### src/rtl/desc_fetch_pkg.sv
package desc_fetch_pkg;
  typedef enum logic [1:0] {
    ST_IDLE  = 2'd0,
    ST_ISSUE = 2'd1,
    ST_WAIT  = 2'd2,
    ST_RESP  = 2'd3
  } df_state_t;

  localparam int QW_W    = 64;
  localparam int WORD_W  = 32;
  localparam int SEL_W   = 16;
  localparam int RSV_LO  = 40;
  localparam int RSV_HI  = 44;
  localparam logic [SEL_W-1:0] ERR_MASK = 16'hFFFC;
endpackage

### src/rtl/df_check.sv
module df_check
  import desc_fetch_pkg::*;
#(
  parameter int ADDR_W = 32,
  parameter int LIM_W  = 32
) (
  input  logic [SEL_W-1:0]  sel,
  input  logic              wide,
  input  logic [ADDR_W-1:0] gdt_base,
  input  logic [LIM_W-1:0]  gdt_limit,
  input  logic [ADDR_W-1:0] ldt_base,
  input  logic [LIM_W-1:0]  ldt_limit,
  input  logic              ldt_valid,
  output logic              pass,
  output logic [ADDR_W-1:0] addr
);
  // sum is wide enough that index*8+15 can never wrap
  localparam int SUM_W = ((LIM_W > SEL_W) ? LIM_W : SEL_W) + 2;

  logic [SUM_W-1:0] offs;
  logic [SUM_W-1:0] last_byte;
  logic [SUM_W-1:0] limit_ext;
  logic             use_local;

  always_comb begin
    use_local = sel[2];
    offs      = SUM_W'({sel[SEL_W-1:3], 3'b000});
    last_byte = offs + (wide ? SUM_W'(15) : SUM_W'(7));
    limit_ext = use_local ? SUM_W'(ldt_limit) : SUM_W'(gdt_limit);
    pass      = !(use_local && !ldt_valid) && (last_byte <= limit_ext);
    addr      = (use_local ? ldt_base : gdt_base) + ADDR_W'({sel[SEL_W-1:3], 3'b000});
  end
endmodule

### src/rtl/df_ctrl.sv
module df_ctrl
  import desc_fetch_pkg::*;
#(
  parameter int ADDR_W = 32,
  parameter int EXC_W  = 8,
  parameter int GP_VEC = 13
) (
  input  logic              clk,
  input  logic              rst,
  input  logic              req_valid,
  input  logic [SEL_W-1:0]  req_sel,
  input  logic              req_wide,
  input  logic              req_fault,
  input  logic [EXC_W-1:0]  req_exc,
  input  logic              chk_pass,
  input  logic [ADDR_W-1:0] chk_addr,
  output logic              req_ready,
  output logic              busy,
  output logic              rd_valid,
  input  logic              rd_ready,
  output logic [ADDR_W-1:0] rd_addr,
  input  logic              rd_rvalid,
  input  logic [QW_W-1:0]   rd_rdata,
  output logic              rsp_valid,
  output logic              rsp_ok,
  output logic              rsp_exc,
  output logic [EXC_W-1:0]  rsp_exc_num,
  output logic [SEL_W-1:0]  rsp_err_code,
  output logic [WORD_W-1:0] rsp_word1,
  output logic [WORD_W-1:0] rsp_word2,
  output logic [WORD_W-1:0] rsp_word3
);
  localparam logic [EXC_W-1:0]  GP_CODE = EXC_W'(GP_VEC);
  localparam logic [ADDR_W-1:0] QW_STEP = ADDR_W'(8);

  df_state_t        state;
  logic             wide_q, fault_q, second_q;
  logic [SEL_W-1:0] sel_q;
  logic [ADDR_W-1:0] addr_q;
  logic             rsv_bad;

  assign req_ready = (state == ST_IDLE);
  assign busy      = (state != ST_IDLE);
  assign rd_valid  = (state == ST_ISSUE);
  assign rd_addr   = addr_q;
  assign rsp_valid = (state == ST_RESP);
  assign rsv_bad   = |rd_rdata[RSV_HI:RSV_LO];

  always_ff @(posedge clk) begin
    if (rst) begin
      state        <= ST_IDLE;
      wide_q       <= 1'b0;
      fault_q      <= 1'b0;
      second_q     <= 1'b0;
      sel_q        <= '0;
      addr_q       <= '0;
      rsp_ok       <= 1'b0;
      rsp_exc      <= 1'b0;
      rsp_exc_num  <= '0;
      rsp_err_code <= '0;
      rsp_word1    <= '0;
      rsp_word2    <= '0;
      rsp_word3    <= '0;
    end else begin
      case (state)
        ST_IDLE: begin
          if (req_valid) begin
            sel_q    <= req_sel;
            wide_q   <= req_wide;
            fault_q  <= req_fault;
            second_q <= 1'b0;
            addr_q   <= chk_addr;
            if (chk_pass) begin
              state <= ST_ISSUE;
            end else begin
              rsp_ok       <= 1'b0;
              rsp_exc      <= req_fault;
              rsp_exc_num  <= req_fault ? req_exc : '0;
              rsp_err_code <= req_fault ? (req_sel & ERR_MASK) : '0;
              state        <= ST_RESP;
            end
          end
        end
        ST_ISSUE: begin
          if (rd_ready) state <= ST_WAIT;
        end
        ST_WAIT: begin
          if (rd_rvalid) begin
            if (!second_q) begin
              rsp_word1 <= rd_rdata[WORD_W-1:0];
              rsp_word2 <= rd_rdata[QW_W-1:WORD_W];
              if (wide_q) begin
                addr_q   <= addr_q + QW_STEP;
                second_q <= 1'b1;
                state    <= ST_ISSUE;
              end else begin
                rsp_ok       <= 1'b1;
                rsp_exc      <= 1'b0;
                rsp_exc_num  <= '0;
                rsp_err_code <= '0;
                state        <= ST_RESP;
              end
            end else begin
              rsp_word3 <= rd_rdata[WORD_W-1:0];
              if (rsv_bad) begin
                rsp_ok       <= 1'b0;
                rsp_exc      <= fault_q;
                rsp_exc_num  <= fault_q ? GP_CODE : '0;
                rsp_err_code <= fault_q ? (sel_q & ERR_MASK) : '0;
              end else begin
                rsp_ok       <= 1'b1;
                rsp_exc      <= 1'b0;
                rsp_exc_num  <= '0;
                rsp_err_code <= '0;
              end
              state <= ST_RESP;
            end
          end
        end
        default: state <= ST_IDLE;
      endcase
    end
  end
endmodule

### src/rtl/desc_fetch_unit.sv
module desc_fetch_unit
  import desc_fetch_pkg::*;
#(
  parameter int ADDR_W = 32,
  parameter int LIM_W  = 32,
  parameter int EXC_W  = 8,
  parameter int GP_VEC = 13
) (
  input  logic              clk,
  input  logic              rst,
  input  logic              req_valid,
  output logic              req_ready,
  input  logic [15:0]       req_sel,
  input  logic              req_wide,
  input  logic              req_fault,
  input  logic [EXC_W-1:0]  req_exc,
  input  logic [ADDR_W-1:0] gdt_base,
  input  logic [LIM_W-1:0]  gdt_limit,
  input  logic [ADDR_W-1:0] ldt_base,
  input  logic [LIM_W-1:0]  ldt_limit,
  input  logic              ldt_valid,
  output logic              busy,
  output logic              rd_valid,
  input  logic              rd_ready,
  output logic [ADDR_W-1:0] rd_addr,
  input  logic              rd_rvalid,
  input  logic [63:0]       rd_rdata,
  output logic              rsp_valid,
  output logic              rsp_ok,
  output logic              rsp_exc,
  output logic [EXC_W-1:0]  rsp_exc_num,
  output logic [15:0]       rsp_err_code,
  output logic [31:0]       rsp_word1,
  output logic [31:0]       rsp_word2,
  output logic [31:0]       rsp_word3
);
  logic              chk_pass;
  logic [ADDR_W-1:0] chk_addr;

  df_check #(.ADDR_W(ADDR_W), .LIM_W(LIM_W)) u_check (
    .sel       (req_sel),
    .wide      (req_wide),
    .gdt_base  (gdt_base),
    .gdt_limit (gdt_limit),
    .ldt_base  (ldt_base),
    .ldt_limit (ldt_limit),
    .ldt_valid (ldt_valid),
    .pass      (chk_pass),
    .addr      (chk_addr)
  );

  df_ctrl #(.ADDR_W(ADDR_W), .EXC_W(EXC_W), .GP_VEC(GP_VEC)) u_ctrl (
    .clk          (clk),
    .rst          (rst),
    .req_valid    (req_valid),
    .req_sel      (req_sel),
    .req_wide     (req_wide),
    .req_fault    (req_fault),
    .req_exc      (req_exc),
    .chk_pass     (chk_pass),
    .chk_addr     (chk_addr),
    .req_ready    (req_ready),
    .busy         (busy),
    .rd_valid     (rd_valid),
    .rd_ready     (rd_ready),
    .rd_addr      (rd_addr),
    .rd_rvalid    (rd_rvalid),
    .rd_rdata     (rd_rdata),
    .rsp_valid    (rsp_valid),
    .rsp_ok       (rsp_ok),
    .rsp_exc      (rsp_exc),
    .rsp_exc_num  (rsp_exc_num),
    .rsp_err_code (rsp_err_code),
    .rsp_word1    (rsp_word1),
    .rsp_word2    (rsp_word2),
    .rsp_word3    (rsp_word3)
  );
endmodule

### config.mk
export PLATFORM = sky130hd
export DESIGN_NAME = desc_fetch_unit
export DESIGN_NICKNAME = d
export VERILOG_FILES = /design/src/rtl/desc_fetch_pkg.sv /design/src/rtl/df_check.sv /design/src/rtl/df_ctrl.sv /design/src/rtl/desc_fetch_unit.sv
export SDC_FILE = /design/constraint.sdc
export NUM_CORES = 1
export LEC_CHECK = 0
export ABC_AREA = 0
export BUFFER_PORTS_ARGS = -buffer_cell sky130_fd_sc_hd__buf_2
export CAP_MARGIN = 20
export CORE_MARGIN = 4
export CORE_UTILIZATION = 43
export DETAILED_ROUTE_END_ITERATION = 12
export PLACE_DENSITY = 0.74
export SYNTH_ARGS = -nofsm -noshare
export SYNTH_HDL_FRONTEND = slang
export SYNTH_HIERARCHICAL = 1
export SYNTH_SLANG_ARGS = --single-unit
### constraint.sdc
create_clock -name clk -period 6.1 [get_ports clk]
set_input_delay 0.305 -clock clk [delete_from_list [all_inputs] [get_ports clk]]
set_output_delay 0.305 -clock clk [all_outputs]
set_load 0.01 [all_outputs]
==> Word-level counts from Yosys, hierarchy flattened <==
Index checks and enable logic that the tools add are counted.
{ "totals": {"wordCells": 95, "output_inout_bits": 158, "inputBits": 224, "register_bits": 175} }
{ "classes": {"addsub": 3, "reduce_logical": 15, "bitwise": 1, "magnitude_cmp": 1, "eq_ne": 10, "muxes": 52} }
{ "ops": {"columns": ["cell", "n"], "rows": [
  ["$mux 32", 6],
  ["$mux 16", 8],
  ["$pmux 32 s2", 1],
  ["$mux 8", 7],
  ["$add 16x34->34", 1],
  ["$le 34x34->1", 1],
  ["$add 32x16->32", 1],
  ["$add 32x4->32 const B", 1],
  ["$pmux 16 s2", 1],
  ["$mux 1", 16],
  ["$pmux 8 s2", 1],
  ["$mux 2", 6],
  ["$reduce_and 3->1", 4],
  ["$reduce_and 5->1", 2],
  ["$mux 4", 2],
  ["$ne 2x2->1 const B", 4],
  ["$pmux 1 s2", 3],
  ["$pmux 2 s3", 1],
  ["$reduce_or 5->1", 1],
  ["$eq 2x2->1 const B", 2],
  ["$ne 2x1->1 const B", 2],
  ["$reduce_bool 2->1", 2],
  ["$ne 3x3->1 const B", 1],
  ["$eq 2x1->1 const B", 1],
  ["other kinds (5)", 7]
]} }

==> Depth between registers and ports, before layout <==
{ "logic_depth": {"ltp_word": 7, "mapped_depth": 17} }

==> By module <==
The synthesis kept the hierarchy.
{ "modules_own_cells": {"columns": ["mod", "seq_area_each_um2", "cells_per_inst", "area_each_um2", "n_inst"], "rows": [
  ["df_ctrl", 3423.3, 898, 6969.2, 1],
  ["df_check", 0.0, 298, 2341.0, 1]
]} }

==> Worst setup path after synthesis <==
OpenSTA, ideal clock, no wires.
{ "synth_path": {"path_kind": "input-to-reg", "from": "in req_sel[3]", "to": "reg u_ctrl.rsp_exc", "t_arrival_ps": 3217, "stages": 17, "setup_ps": 78, "required_time_ps": 6022, "setup_slack_ps": 2805, "path_buffers": 1, "path_cell_list": "ha_1 ha_1 nand2_1 nor2_1 nand4_1 xnor2_1 ha_1 nand4_1 nor4_1 a22o_1 o32ai_1 a31oi_1 mux2i_1 o21ai_1 clkbuf_1 nor3_1 nor3_1"} }
{ "synth_between": {"elab_chain_len": 5} }
{ "synth_rtl": {"columns": ["item", "line", "text"], "rows": [
  ["start: declaration", "desc_fetch_unit.sv:13", "input logic [15:0] req_sel,"],
  ["$add 16x34->34", "df_check.sv:28", "last_byte = offs + (wide ? SUM_W'(15) : SUM_W'(7));"],
  ["$le 34x34->1", "df_check.sv:30", "pass = !(use_local && !ldt_valid) && (last_byte <= limit_ext);"],
  ["$logic_and 1x1->1", "df_check.sv:30", null],
  ["named net chk_pass", "desc_fetch_unit.sv:37", "logic chk_pass;"],
  ["$ne 2x2->1 (no line)", null, null],
  ["$reduce_and 5->1 (no line)", null, null],
  ["end signal: assignment", "df_ctrl.sv:77", "rsp_exc <= req_fault;"],
  ["end signal: assignment", "df_ctrl.sv:107", "rsp_exc <= fault_q;"],
  ["end: declaration", "df_ctrl.sv:26", "output logic rsp_exc,"]
]} }
The timed path passes the listed nets, and every way through them passes these cells.
A chain may end at the register's enable or synchronous reset.

==> Worst setup path after layout <==
{ "layout_path": {"from": "in req_sel[3]", "to": "reg u_ctrl.rsp_err_code[6]"} }
{ "layout_between": {"elab_chain_len": 5} }
{ "layout_rtl": {"columns": ["item", "line", "text"], "rows": [
  ["$add 16x34->34", "df_check.sv:28", null],
  ["$le 34x34->1", "df_check.sv:30", null],
  ["$logic_and 1x1->1", "df_check.sv:30", null],
  ["named net chk_pass", "desc_fetch_unit.sv:37", null],
  ["$ne 2x2->1 (no line)", null, null],
  ["$reduce_and 5->1 (no line)", null, null],
  ["end signal: assignment", "df_ctrl.sv:79", "rsp_err_code <= req_fault ? (req_sel & ERR_MASK) : '0;"],
  ["end signal: assignment", "df_ctrl.sv:109", "rsp_err_code <= fault_q ? (sel_q & ERR_MASK) : '0;"],
  ["end: declaration", "df_ctrl.sv:28", "output logic [SEL_W-1:0] rsp_err_code,"]
]} }
The timed path passes the listed nets, and every way through them passes these cells.

==> flow_metrics.env <==
export IMPL_coreArea_um2=21200
export IMPL_avgSynthCellArea_um2=7.78
export IMPL_totalWireLength_um=31800
export IMPL_ir_drop_v=0.000196
export IMPL_drtPass1Iterations=5
export IMPL_start_kind="primary input"
export IMPL_powerDensity_nw_per_um2=250
export IMPL_synthFlopType="dfxtp_1"
export IMPL_slew_violations=0
export IMPL_power_switching_share_pct=32.5
export IMPL_drive_gt1_share_pct=30.2
export IMPL_yosys_register_bits=171
export IMPL_fill_cells=2046
export IMPL_power_mw=2.98
export IMPL_antenna_found_initial=2
export IMPL_cts_root_buf="clkbuf_16"
export IMPL_leakagePower_nw=5.21
export IMPL_final_cell_mix="buf_2, nand2_1, dfxtp_1, a21oi_1, nor2_1"
export IMPL_max_cap_violations=0
export IMPL_fin_crit_ns=4.15
export IMPL_rsz0062_at_grt="no"
export IMPL_hold_viol_final=0
export IMPL_die_x_um=155
export IMPL_worst_slew_pin_slew_ns=1.13
export IMPL_synth_area_um2=9310
export IMPL_cts_path_max_buffers=2
export IMPL_post_cts_repair_setup_buffers=0
export IMPL_cp_startpoint="req_sel[3]"
export IMPL_seqPwrFrac_pct=41.8
export IMPL_antenna_left=0
export IMPL_synth_compound_area_share_pct=20.9
export IMPL_fin_crit_sh_pct=68.0
export IMPL_p_sw_mw=0.968
export IMPL_path_clk_slew_ns=0.08
export IMPL_routed_via_density=5.51
export IMPL_drc=0
export IMPL_cts_sinks=171
export IMPL_cts_tree="done"
export IMPL_cp_arrival_ns=4.48
export IMPL_area_delta_synth_final_pct=27.8
export IMPL_via_count=10004
export IMPL_insertion_delay_ns=0.42
export IMPL_critPathMaxFanout=24
export IMPL_clkPwrFrac_pct=36.8
export IMPL_drt_iter0_drc=751
export IMPL_hp_class="primary input to flip-flop"
export IMPL_yosysWarnings=6
export IMPL_nets=1781
export IMPL_synthAdderAreaFrac_pct=4.25
export IMPL_synthXorXnorAreaFrac_pct=3.57
export IMPL_ctsResizeCount=0
export IMPL_comb_power_share_pct=21.4
export IMPL_yosys_area_share_simple_pct=24.9
export IMPL_internal_power_mw=2.01
export IMPL_fmax_ghz=0.241
export IMPL_synth_edf_count=0
export IMPL_dieArea_um2=24100
export IMPL_port_buffers=377
export IMPL_gp_congestion=0.941
export IMPL_yosysSeqAreaShare_pct=36.8
export IMPL_pin_count=382
export IMPL_clock_skew_ns=0.0151
export IMPL_wl_per_cell_um=17.5
export IMPL_die_h_um=155
export IMPL_r2r_start="u_ctrl/state[1]"
export IMPL_grt_pass1_vias=9291
export IMPL_final_common_cell="buf_2"
export IMPL_synthMuxAreaShare_pct=5.00
export IMPL_grt_usage_pct=25.1
export IMPL_min_from="rd_rdata[58]"
export IMPL_relSlewSlack_pct=24.7
export IMPL_endpoint_kind="flip-flop"
export IMPL_status="complete, no violations"
export IMPL_synth_async_reset_ratio_pct=0
export IMPL_cts_max_level=4
export IMPL_critPathKind="primary input to flip-flop"
export IMPL_grt_max_degree=92
export IMPL_syn_inst=1196
export IMPL_grt_pass1_wl_um=49200
export IMPL_numCtsBuffers=17
export IMPL_initial_core_util_pct=44.0
export IMPL_rows=53
export IMPL_holdBufCountCts=0
export IMPL_synth_top_family_by_area="simple AND/OR/NAND/NOR gates"
export IMPL_crit_required_ns=6.43
export IMPL_grt_ovfl_total=0
export IMPL_post_dp_hpwl_um=23500
export IMPL_finalSetupTns_ns=0
export IMPL_finalSetupViolations=0
export IMPL_synth_distinct_cells=75
==> area by class of cell <==
| type | count | area (µm²) | area share (%) |
|---|---|---|---|
| inverters | 20 | 75.1 | 0.631 |
| repair buffers | 387 | 1960 | 16.5 |
| multi-input cells | 929 | 5490 | 46.1 |
| well taps | 275 | 344 | 2.89 |
| clock inverters | 14 | 168 | 1.41 |
| diodes | 1 | 2.50 | 0.0210 |
| flip-flops and latches | 171 | 3420 | 28.8 |
| clock buffers | 18 | 439 | 3.69 |
==> power groups by stage <==
stage	Clock [mW]	Sequential, mW	Combinational (mW)
2_1_floorplan	0	1.28	0.368
5_1_grt	1.17	1.26	0.702
4_1_cts	1.12	1.24	0.634
6_report	1.10	1.25	0.636
3_3_place_gp	0	1.27	0.620
3_5_place_dp	0	1.27	0.631
==> per-stage QoR <==
stage          instance area [µm²]  utilization [%]  setup slack (ns)  hold slack [ns]  cells
6_report                     11900             56.3              1.95            0.105   1815
3_3_place_gp                 11300             53.4              1.75            0.439   1782
5_1_grt                      11900             56.3              1.63           0.0892   1815
3_5_place_dp                 11300             53.4              1.64            0.443   1782
2_1_floorplan                 9310                -              2.80            0.436   1197
4_1_cts                      11900             56.3              2.09           0.0867   1814
==> Yosys cell counts (all sizes together) (2+ instances only) <==
cell type  count  area, µm²
nand2        279       1050
a21oi        171        860
dfxtp        171       3420
nor2          58        225
clkbuf        51        191
nand3         37        185
nor3          33        176
xnor2         32        280
ha            30        375
o21ai         30        154
mux2i         27        274
buf           26        153
a211oi        20        168
inv           20       75.1
nand4         19        134
mux2          17        191
a221oi        16        140
nor2b         14       87.6
a22oi         12       95.1
nor4          12        105
a21o          11       82.6
a31oi         10       62.6
nand3b         9       67.6
nand2b         7       43.8
o211ai         7       72.6
and3           6       37.5
and4           6       53.8
or3            6       37.5
xor2           6       52.6
a32o           5       50.1
and2           5       32.5
o21a           5       37.5
a22o           3       26.3
o21bai         3       22.5
o31ai          3       22.5
o32ai          3       26.3
or2            3       18.8
a311oi         2       17.5
a32oi          2       17.5
nand4b         2       17.5
==> logic make-up (layout without fill, tap and decap cells) <==
| logic type | count (synthesis) | count (layout) |
|---|---|---|
| xor+xnor | 38 | 38 |
| fa+ha+maj | 31 | 31 |
| buf+inv | 97 | 439 |
| simple gates | 501 | 501 |
| compound gates | 313 | 313 |
| flops | 171 | 171 |
| other cells | 1 | 3 |
| mux | 44 | 44 |
==> routing by layer <==
layer	track usage, %	up-vias	wire length (µm)	share of wire, %
met3	6.62	46	2490	7.8
met1	33.3	4668	13300	42
met4	7.78	2	697	2.2
met5	0	-	8	0.025
met2	40.1	384	15300	48
li1	-	4904	-	-
==> flip-flops by register name (all words and copies together), names as in the netlist <==
name                 cells
u_ctrl/fault_q           1
u_ctrl/second_q          1
u_ctrl/rsp_err_code     14
u_ctrl/sel_q            14
u_ctrl/rsp_exc           1
u_ctrl/rsp_exc_num       8
u_ctrl/rd_addr          32
u_ctrl/rsp_ok            1
u_ctrl/rsp_word1        32
u_ctrl/rsp_word3        32
u_ctrl/wide_q            1
u_ctrl/state             2
u_ctrl/rsp_word2        32
==> worst max-delay path: stages <==
cell and delay [ns]:
buf_2 0.19, ha_1 0.30, ha_1 0.28, nand2_1 0.12, nor2_1 0.16, nand4_1 0.13, xnor2_1 0.16, ha_1 0.30
nand4_1 0.16, nor4_1 0.31, a22o_1 0.20, o32ai_1 0.08, a31oi_1 0.33, mux2i_1 0.17, o21ai_2 0.89, a221oi_1 0.12
nor3_1 0.26
==> final timing paths <==
path | endpoint | slack [ns] | cells after the start
max | u_ctrl/rsp_err_code[6] | 1.95 | 17
min | u_ctrl/rsp_word2[26] | 0.10 | 3
min reg2reg | u_ctrl/rsp_word3[9] | 0.45 | 2
max reg2reg | u_ctrl/wide_q | 3.18 | 6
Power figures use the tool's default switching activity.
